--- src/rtl/sc_tx_pkg.sv ---
package sc_tx_pkg;

  localparam int SC_DATA_W = 8;

  typedef logic [SC_DATA_W-1:0] sc_byte_t;

  // Returns the data bits in the order they leave the line (bit 0 first).
  function automatic sc_byte_t sc_line_word(input sc_byte_t d, input logic inv);
    sc_byte_t w;
    for (int i = 0; i < SC_DATA_W; i++) begin
      w[i] = inv ? ~d[SC_DATA_W-1-i] : d[i];
    end
    return w;
  endfunction

  // Line-level parity bit; for an even data width it is the same in both conventions.
  function automatic logic sc_line_parity(input sc_byte_t d);
    return ^d;
  endfunction

endpackage

--- src/rtl/sc_hold_buf.sv ---
module sc_hold_buf
  import sc_tx_pkg::*;
(
  input  logic     clk,
  input  logic     rst,
  input  sc_byte_t wr_data,
  input  logic     wr_valid,
  output logic     wr_ready,
  input  logic     pop,
  output logic     full,
  output sc_byte_t rd_data
);

  logic     full_q;
  sc_byte_t data_q;

  assign wr_ready = ~full_q;
  assign full     = full_q;
  assign rd_data  = data_q;

  always_ff @(posedge clk) begin
    if (rst) begin
      full_q <= 1'b0;
    end else if (wr_valid && !full_q) begin
      full_q <= 1'b1;
    end else if (pop) begin
      full_q <= 1'b0;
    end
  end

  // data register carries no reset
  always_ff @(posedge clk) begin
    if (wr_valid && !full_q) begin
      data_q <= wr_data;
    end
  end

endmodule

--- src/rtl/sc_etu_timer.sv ---
module sc_etu_timer #(
  parameter int ETU_CLKS = 372
) (
  input  logic clk,
  input  logic rst,
  input  logic restart,
  input  logic run,
  output logic etu_end,
  output logic half_hit,
  output logic late_half
);

  localparam int CNT_W = (ETU_CLKS > 2) ? $clog2(ETU_CLKS) : 1;
  localparam int HALF  = ETU_CLKS / 2;
  localparam logic [CNT_W-1:0] CNT_TOP  = CNT_W'(ETU_CLKS - 1);
  localparam logic [CNT_W-1:0] CNT_HALF = CNT_W'(HALF);

  logic [CNT_W-1:0] cnt_q;

  assign etu_end   = run && (cnt_q == CNT_TOP);
  assign half_hit  = run && (cnt_q == CNT_HALF);
  assign late_half = run && (cnt_q >= CNT_HALF);

  always_ff @(posedge clk) begin
    if (rst || restart) begin
      cnt_q <= '0;
    end else if (run) begin
      cnt_q <= etu_end ? '0 : cnt_q + 1'b1;
    end
  end

endmodule

--- src/rtl/sc_frame_tx.sv ---
module sc_frame_tx
  import sc_tx_pkg::*;
#(
  parameter int STOP_ETU = 2
) (
  input  logic     clk,
  input  logic     rst,
  input  logic     go_ok,
  input  sc_byte_t hold_data,
  input  logic     inv_fmt,
  input  logic     etu_end,
  output logic     load,
  output logic     busy,
  output logic     err_window,
  output logic     tx_line,
  output logic     txe,
  output logic     tx_irq
);

  localparam int SLOTS  = SC_DATA_W + 2 + STOP_ETU;
  localparam int SLOT_W = $clog2(SLOTS + 1);
  localparam logic [SLOT_W-1:0] LAST_S  = SLOT_W'(SLOTS - 1);
  localparam logic [SLOT_W-1:0] DATA_S  = SLOT_W'(SC_DATA_W);
  localparam logic [SLOT_W-1:0] PAR_S   = SLOT_W'(SC_DATA_W + 1);
  localparam logic [SLOT_W-1:0] GUARD_S = SLOT_W'(SC_DATA_W + 2);

  logic [SLOT_W-1:0] slot_q, nxt;
  sc_byte_t          word_q;
  logic              par_q, busy_q, tx_q, txe_q, irq_q;
  logic              frame_end, next_bit;

  assign nxt        = slot_q + 1'b1;
  assign frame_end  = busy_q && etu_end && (slot_q == LAST_S);
  assign load       = go_ok && (!busy_q || frame_end);
  assign busy       = busy_q;
  assign err_window = busy_q && (slot_q == GUARD_S);
  assign tx_line    = tx_q;
  assign txe        = txe_q;
  assign tx_irq     = irq_q;

  always_comb begin
    next_bit = 1'b1;
    if (nxt <= DATA_S) begin
      next_bit = word_q[0];
    end else if (nxt == PAR_S) begin
      next_bit = par_q;
    end
  end

  always_ff @(posedge clk) begin
    if (rst) begin
      busy_q <= 1'b0;
      slot_q <= '0;
      word_q <= '0;
      par_q  <= 1'b0;
      tx_q   <= 1'b1;
      txe_q  <= 1'b1;
      irq_q  <= 1'b0;
    end else begin
      irq_q <= 1'b0;
      if (load) begin
        busy_q <= 1'b1;
        txe_q  <= 1'b0;
        slot_q <= '0;
        word_q <= sc_line_word(hold_data, inv_fmt);
        par_q  <= sc_line_parity(hold_data);
        tx_q   <= 1'b0;
        irq_q  <= frame_end;
      end else if (frame_end) begin
        busy_q <= 1'b0;
        txe_q  <= 1'b1;
        irq_q  <= 1'b1;
        tx_q   <= 1'b1;
        slot_q <= '0;
      end else if (busy_q && etu_end) begin
        slot_q <= nxt;
        tx_q   <= next_bit;
        if (nxt <= DATA_S) begin
          word_q <= word_q >> 1;
        end
      end
    end
  end

endmodule

--- src/rtl/sc_err_det.sv ---
module sc_err_det (
  input  logic clk,
  input  logic rst,
  input  logic sample,
  input  logic rx_line,
  input  logic err_clr,
  output logic par_err
);

  logic err_q;

  assign par_err = err_q;

  always_ff @(posedge clk) begin
    if (rst) begin
      err_q <= 1'b0;
    end else begin
      err_q <= (sample && !rx_line) || (err_q && !err_clr);
    end
  end

endmodule

--- src/rtl/sc_uart_tx.sv ---
module sc_uart_tx
  import sc_tx_pkg::*;
#(
  parameter int ETU_CLKS = 372,
  parameter int STOP_ETU = 2
) (
  input  logic                 clk,
  input  logic                 rst,
  input  logic                 tx_en,
  input  logic                 rx_en,
  input  logic                 inv_fmt,
  input  logic [SC_DATA_W-1:0] in_data,
  input  logic                 in_valid,
  output logic                 in_ready,
  input  logic                 rx_line,
  input  logic                 err_clr,
  output logic                 tx_line,
  output logic                 sck,
  output logic                 txe,
  output logic                 tx_irq,
  output logic                 par_err
);

  logic     hold_full, load, busy, err_window;
  logic     etu_end, half_hit, late_half;
  sc_byte_t hold_data;
  logic     sck_q;

  sc_hold_buf u_hold (
    .clk      (clk),
    .rst      (rst),
    .wr_data  (in_data),
    .wr_valid (in_valid),
    .wr_ready (in_ready),
    .pop      (load),
    .full     (hold_full),
    .rd_data  (hold_data)
  );

  sc_etu_timer #(.ETU_CLKS(ETU_CLKS)) u_timer (
    .clk       (clk),
    .rst       (rst),
    .restart   (load),
    .run       (busy),
    .etu_end   (etu_end),
    .half_hit  (half_hit),
    .late_half (late_half)
  );

  sc_frame_tx #(.STOP_ETU(STOP_ETU)) u_frame (
    .clk        (clk),
    .rst        (rst),
    .go_ok      (hold_full && tx_en && rx_en),
    .hold_data  (hold_data),
    .inv_fmt    (inv_fmt),
    .etu_end    (etu_end),
    .load       (load),
    .busy       (busy),
    .err_window (err_window),
    .tx_line    (tx_line),
    .txe        (txe),
    .tx_irq     (tx_irq)
  );

  sc_err_det u_err (
    .clk     (clk),
    .rst     (rst),
    .sample  (err_window && half_hit),
    .rx_line (rx_line),
    .err_clr (err_clr),
    .par_err (par_err)
  );

  always_ff @(posedge clk) begin
    if (rst) begin
      sck_q <= 1'b1;
    end else begin
      sck_q <= ~late_half;
    end
  end

  assign sck = sck_q;

endmodule

--- config.mk ---
export PLATFORM = sky130hd
export DESIGN_NAME = sc_uart_tx
export DESIGN_NICKNAME = d
export VERILOG_FILES = /design/src/rtl/sc_tx_pkg.sv /design/src/rtl/sc_hold_buf.sv /design/src/rtl/sc_etu_timer.sv /design/src/rtl/sc_frame_tx.sv /design/src/rtl/sc_err_det.sv /design/src/rtl/sc_uart_tx.sv
export SDC_FILE = /design/constraint.sdc
export NUM_CORES = 1
export LEC_CHECK = 0
export ABC_CLOCK_PERIOD_IN_PS = 3700
export BUFFER_PORTS_ARGS = -buffer_cell sky130_fd_sc_hd__buf_4
export CELL_PAD_IN_SITES_DETAIL_PLACEMENT = 1
export CELL_PAD_IN_SITES_GLOBAL_PLACEMENT = 1
export CORE_MARGIN = 3
export CORE_UTILIZATION = 43
export CTS_CLUSTER_DIAMETER = 100
export DETAILED_ROUTE_END_ITERATION = 8
export GPL_TIMING_DRIVEN = 0
export PLACE_DENSITY_LB_ADDON = 0.1
export SKIP_LAST_GASP = 1
export SLEW_MARGIN = 0
export SYNTH_ARGS = -nofsm -noshare
export SYNTH_HDL_FRONTEND = slang
export SYNTH_SLANG_ARGS = --single-unit
--- constraint.sdc ---
create_clock -name clk -period 3.7 [get_ports clk]
set_clock_uncertainty 0.2 [all_clocks]
set_input_delay 0.555 -clock clk [delete_from_list [all_inputs] [get_ports clk]]
set_output_delay 0.555 -clock clk [all_outputs]
set_load 0.005 [all_outputs]
== Yosys cells after proc, flatten, opt, wreduce, memory -nomap -nowiden ==
Cells that the tools add are included.
Cells by class
  shift-type cells: 0
  bitwise operators: 10
  $mul: 0
  divide/modulo/power cells: 0
  order comparisons: 2
  eq/ne operators: 6
  muxes and demuxes: 26
  reductions and logical operators: 28
  $add $sub $neg: 2
Operators by type and width (number)
  8-bit two-way mux: 4
  1-bit two-way mux: 21
  1-bit logical AND: 13
  4-bit == test, second input constant: 3
  1-bit inverter: 10
  9-bit by 1-bit adder with 9-bit output, second input constant: 1
  9-bit by 8-bit == test with 1-bit output, second input constant: 1
  9-bit == test, second input constant: 1
  9-bit by 8-bit >= comparator with 1-bit output, second input constant: 1
  9-bit two-way mux: 1
  2-bit nonzero test: 4
  8-bit XOR reduction: 1
  4-bit by 1-bit adder with 4-bit output, second input constant: 1
  4-bit <= comparator, second input constant: 1
  1-bit logical NOT: 4
  1-bit logical OR: 3
  3-bit AND reduction: 1
  3-bit nonzero test: 1
  3-bit OR reduction: 1
  2-bit inequality test, second input constant: 1
Word-level totals
  bits in latches: 0
  output and inout bits: 6
  register bits after elaboration: 37
  memory bits (read-only): 0
  input bits: 16
  memories kept: 0
  word-level logic and storage cells: 86
  RAM bits: 0

== Depth between registers and ports, before layout ==
  word-level depth: 8
  gate-level depth with buffers: 7
  gate-level depth less buffers: 6

== Cells and area by module ==
From an unflattened synthesis, not the netlist that was laid out.
Second synthesis, totals
  cell total of the unflattened synthesis: 202
  area, all modules: 1886.8 um2
By module, submodules not included
  sc_frame_tx: cells each 123, instances 1, area an instance 1013.5 um2
  sc_etu_timer: cells each 58, instances 1, area an instance 506.7 um2
  sc_hold_buf: cells each 13, instances 1, area an instance 286.5 um2
  sc_err_det: cells each 4, instances 1, area an instance 41.3 um2
  sc_uart_tx: cells each 4, instances 1, area an instance 38.8 um2

== Worst setup path before layout ==
OpenSTA, ideal clock, no wires.
  kind: flip-flop to flip-flop
  start: register u_timer.cnt_q[1]
  end: register u_frame.slot_q[2]
  path slack: 1.722 ns
  cell stages (with the launch flop): 7
  setup time: 0.079 ns
  arrival time: 1.699 ns
  cell sequence: dfxtp_1 -> ha_1 -> nand4bb_1 -> or3_1 -> buf_2 -> or4_1 -> a211oi_2
Between the ends
  cells in the longest elaborated chain, start to end: 7
RTL lines
  start: declaration: line sc_etu_timer.sv:18  | logic [CNT_W-1:0] cnt_q;
  start signal: assignment: line sc_etu_timer.sv:28  | cnt_q <= etu_end ? '0 : cnt_q + 1'b1;
  9-bit == test (*): line sc_etu_timer.sv:20  | assign etu_end = run && (cnt_q == CNT_TOP);
  1-bit logical AND (*): line sc_etu_timer.sv:20
  1-bit logical AND (*): line sc_frame_tx.sv:33, sc_frame_tx.sv:75
  1-bit logical AND: line sc_frame_tx.sv:33  | assign frame_end = busy_q && etu_end && (slot_q == LAST_S);
  1-bit logical OR: line sc_frame_tx.sv:34  | assign load = go_ok && (!busy_q || frame_end);
  1-bit logical AND: line sc_frame_tx.sv:34
  3-bit OR reduction (no source line)
  end signal: assignment: line sc_frame_tx.sv:76  | slot_q <= nxt;
  end: declaration: line sc_frame_tx.sv:27  | logic [SLOT_W-1:0] slot_q, nxt;
Mark *: on every way between the ends. The rest lies on a longest branch, timed or not.
A chain may end at the register's enable or synchronous reset.

== Worst setup path in the final report ==
  start: register u_timer.cnt_q[1]
  end: register u_timer.cnt_q[4]
Between the ends
  cells in the longest elaborated chain, start to end: 7
RTL lines
  parallel branches: the longest is 7 deep, another holds 9-bit by 1-bit adder with 9-bit output
Several ways; the timed one is not identified.

==> flow_summary.ini <==
[placement]
io_buffers = 19
gp_congestion = 0.820
hpwl_um = 3550

[route]
wl_per_cell_um = 17.2
viasPerCell = 5.80
drt-total-wl_um = 4800
first_iter_violations = 71
ant_nets = 0
drc = 0
drt_pass1_iterations = 4
vias = 1617

[floorplanning]
design.die.area_um2 = 5040
num_rows = 23
core_um2 = 4030
pin_count = 22
die_y_um = 71
die_w_um = 71
initial_core_util_pct = 45.1

[critical_path]
critPathMaxFanout = 10
end_kind = register
crit_buf_inv = 2
max_stage_delay_ns = 0.42
critPathSlowestCell = dfxtp_1
startpoint_type = register
required_ns = 3.66
cpLargestDelayFamily = simple AND/OR/NAND/NOR gates
worstSetupPathType = reg2reg
worstPathArrival_ns = 2.36
path_cells = ha_1 > nand4bb_1 > or3_1 > buf_2 > clkbuf_1 > o211ai_1 > nor2_1

[timing]
fmax_ghz = 0.416
post-route-period-util_pct = 64.9
maxSlewViolCount = 0
min_period_ns = 2.40
worst_pin_slew_ns = 0.715
whs_ns = 0.236
slew_headroom_pct = 52.3
setup-tns-final_ns = 0
hold_violations = 0
rsz0062_at_grt = false
setup_viol = 0

[clocking]
cts-root-buf = clkbuf_8
post_cts_buffers = 0
post_cts_resized = 0
htreeDepth = 2
path_clk_slew_ns = 0.07
numCtsBuffers = 5
clock_path_buffers = 2
postCtsHoldBufs = 0
cts_tree = built
clock_sinks = 37
clkLatencyLatePin_ns = 0.30

[status]
status = completed

[yosys]
syn_area_per_cell_um2 = 8.99
synthTopCellsByArea = dfxtp_1 32%, edfxtp_1 13%, nor2_1 5.0%
ys.flop_type = dfxtp_1
yosysSeqAreaShare_pct = 45.2
synth_area_um2 = 1820
synth_nets = 223
ys.warnings.count = 0
synth_edf_count = 8
yosysTopAreaCell = dfxtp_1
synth_top_area_share_pct = 32.0
synth_seq_cells = 37
synthArstFlopShare_pct = 0
synth_cell_types = 45
netlist_instances = 202

[power]
ir_drop_v = 0.000189
p_clk_share_pct = 38.4
p_per_area_nw_per_um2 = 387
comb_power_share_pct = 8.6
p_leak_nw = 0.755
sw_frac_of_total_pct = 23.7
p_switching_mw = 0.194
seqPwrFrac_pct = 53.0
internal_power_mw = 0.627

[global_routing]
grt_use_total_pct = 20.5
grt_pass1_wl_um = 8080
antenna_found_initial = 0
grt_pass1_vias = 1680
grt-ovfl-total = 0
grt_max_degree = 12

[cells_and_area]
diodes = 0
finalNetCount = 249
syn2layout_area_growth_pct = 16.9
fill_cells = 492
drive_above_1_share_pct = 13.1

[worst_hold_path]
hold_class = in2reg

[run]
max_cap_violations = 0
-- power by group through the flow --
| stage | Sequential, mW | Combinational [mW] | Clock [mW] |
|---|---|---|---|
| global route | 0.437 | 0.0789 | 0.338 |
| global placement | 0.443 | 0.0675 | 0 |
| detailed placement | 0.444 | 0.0703 | 0 |
| finish | 0.435 | 0.0708 | 0.315 |
| floorplan | 0.442 | 0.0440 | 0 |
| CTS | 0.435 | 0.0716 | 0.324 |
-- metal layers --
metal | vias to the layer above | global-route usage (%) | part of all wire, %
met1 | 788 | 24.6 | 45
li1 | 787 | - | -
met4 | 0 | 8.98 | 1.4
met5 | - | 0 | 0
met2 | 32 | 35.4 | 50
met3 | 10 | 3.84 | 3.9
-- layout make-up --
| class | instances | area, um2 | area share [%] |
|---|---|---|---|
| repair buffers | 19 | 143 | 6.72 |
| clock inverters | 1 | 5.00 | 0.236 |
| multi-input cells | 144 | 915 | 43.1 |
| well taps | 50 | 62.6 | 2.95 |
| flip-flops and latches | 37 | 821 | 38.7 |
| plain buffers | 13 | 51.3 | 2.42 |
| inverters | 8 | 30.0 | 1.41 |
| clock buffers | 7 | 96.3 | 4.54 |
-- kinds of logic (layout without fill, tap and decap cells) --
kind of cell	Yosys count	after routing	synth area share (%)
flops	37	37	45.2
simple gates	77	77	21.6
compound gates	46	46	17.5
fa+ha+maj	5	5	3.44
mux	1	1	0.551
xor+xnor	15	15	7.23
buf+inv	21	48	4.48
-- synth_stat cells, types with 3 or more instances --
cell type,count
a21oi_1,9
clkbuf_1,10
dfxtp_1,29
edfxtp_1,8
nand2_1,8
nand3_1,12
inv_1,8
nor2_1,24
xor2_1,6
and3_1,3
o21ai_0,10
nand3b_1,3
nor3_1,13
ha_1,5
a311oi_1,7
xnor2_1,9
-- state kept, by name, summed over array words and instances (netlist names) --
register,count
u_frame.tx_irq,1
u_hold.full,1
u_hold.rd_data,8
u_frame.busy,1
u_frame.txe,1
u_err.par_err,1
u_frame.word_q,8
u_frame.tx_line,1
u_timer.cnt_q,9
u_frame.par_q,1
u_frame.slot_q,4
sck,1
-- through the flow --
stage | power, mW | cells | setup WS [ns] | utilization (%) | cell area, um2
global placement | 0.511 | 271 | 1.38 | 50.2 | 2020
CTS | 0.830 | 279 | 1.30 | 52.7 | 2120
detailed placement | 0.514 | 271 | 1.32 | 50.2 | 2020
finish | 0.821 | 279 | 1.30 | 52.7 | 2120
floorplan | 0.486 | 202 | 1.72 | - | 1820
global route | 0.854 | 279 | 1.12 | 52.7 | 2120
-- final timing paths --
path / from / to / slack [ns] / cells past startpoint
max: u_timer.cnt_q[1]$_SDFFE_PP0P_ / u_timer.cnt_q[4]$_SDFFE_PP0P_ / 1.30 / 7
min: in_data[7] / u_hold.rd_data[7]$_DFFE_PP_ / 0.24 / 1
min reg2reg: u_frame.word_q[7]$_SDFFE_PP0P_ / u_frame.word_q[7]$_SDFFE_PP0P_ / 0.28 / 2
max reg2reg: u_timer.cnt_q[1]$_SDFFE_PP0P_ / u_timer.cnt_q[4]$_SDFFE_PP0P_ / 1.30 / 7
-- placed cells by master, fill, tap and decap left out, types with 2 or more instances in the layout --
master and count:
nor3_1 13, or3_1 2, nand4b_1 2, nor2_1 24
buf_2 2, xnor2_1 9, nor4b_1 2, nand3b_1 3
o21ai_0 10, dfxtp_1 29, a22oi_1 2, ha_1 5
nand3_1 12, o21ai_1 2, o32ai_1 2, a211oi_1 2
clkbuf_1 10, xor2_1 6, nand2_1 8, clkbuf_8 7
a311oi_1 7, a21oi_1 9, inv_1 8, nand4_1 2
edfxtp_1 8, buf_4 19, and3_1 3
Power figures use the tool's default switching activity.
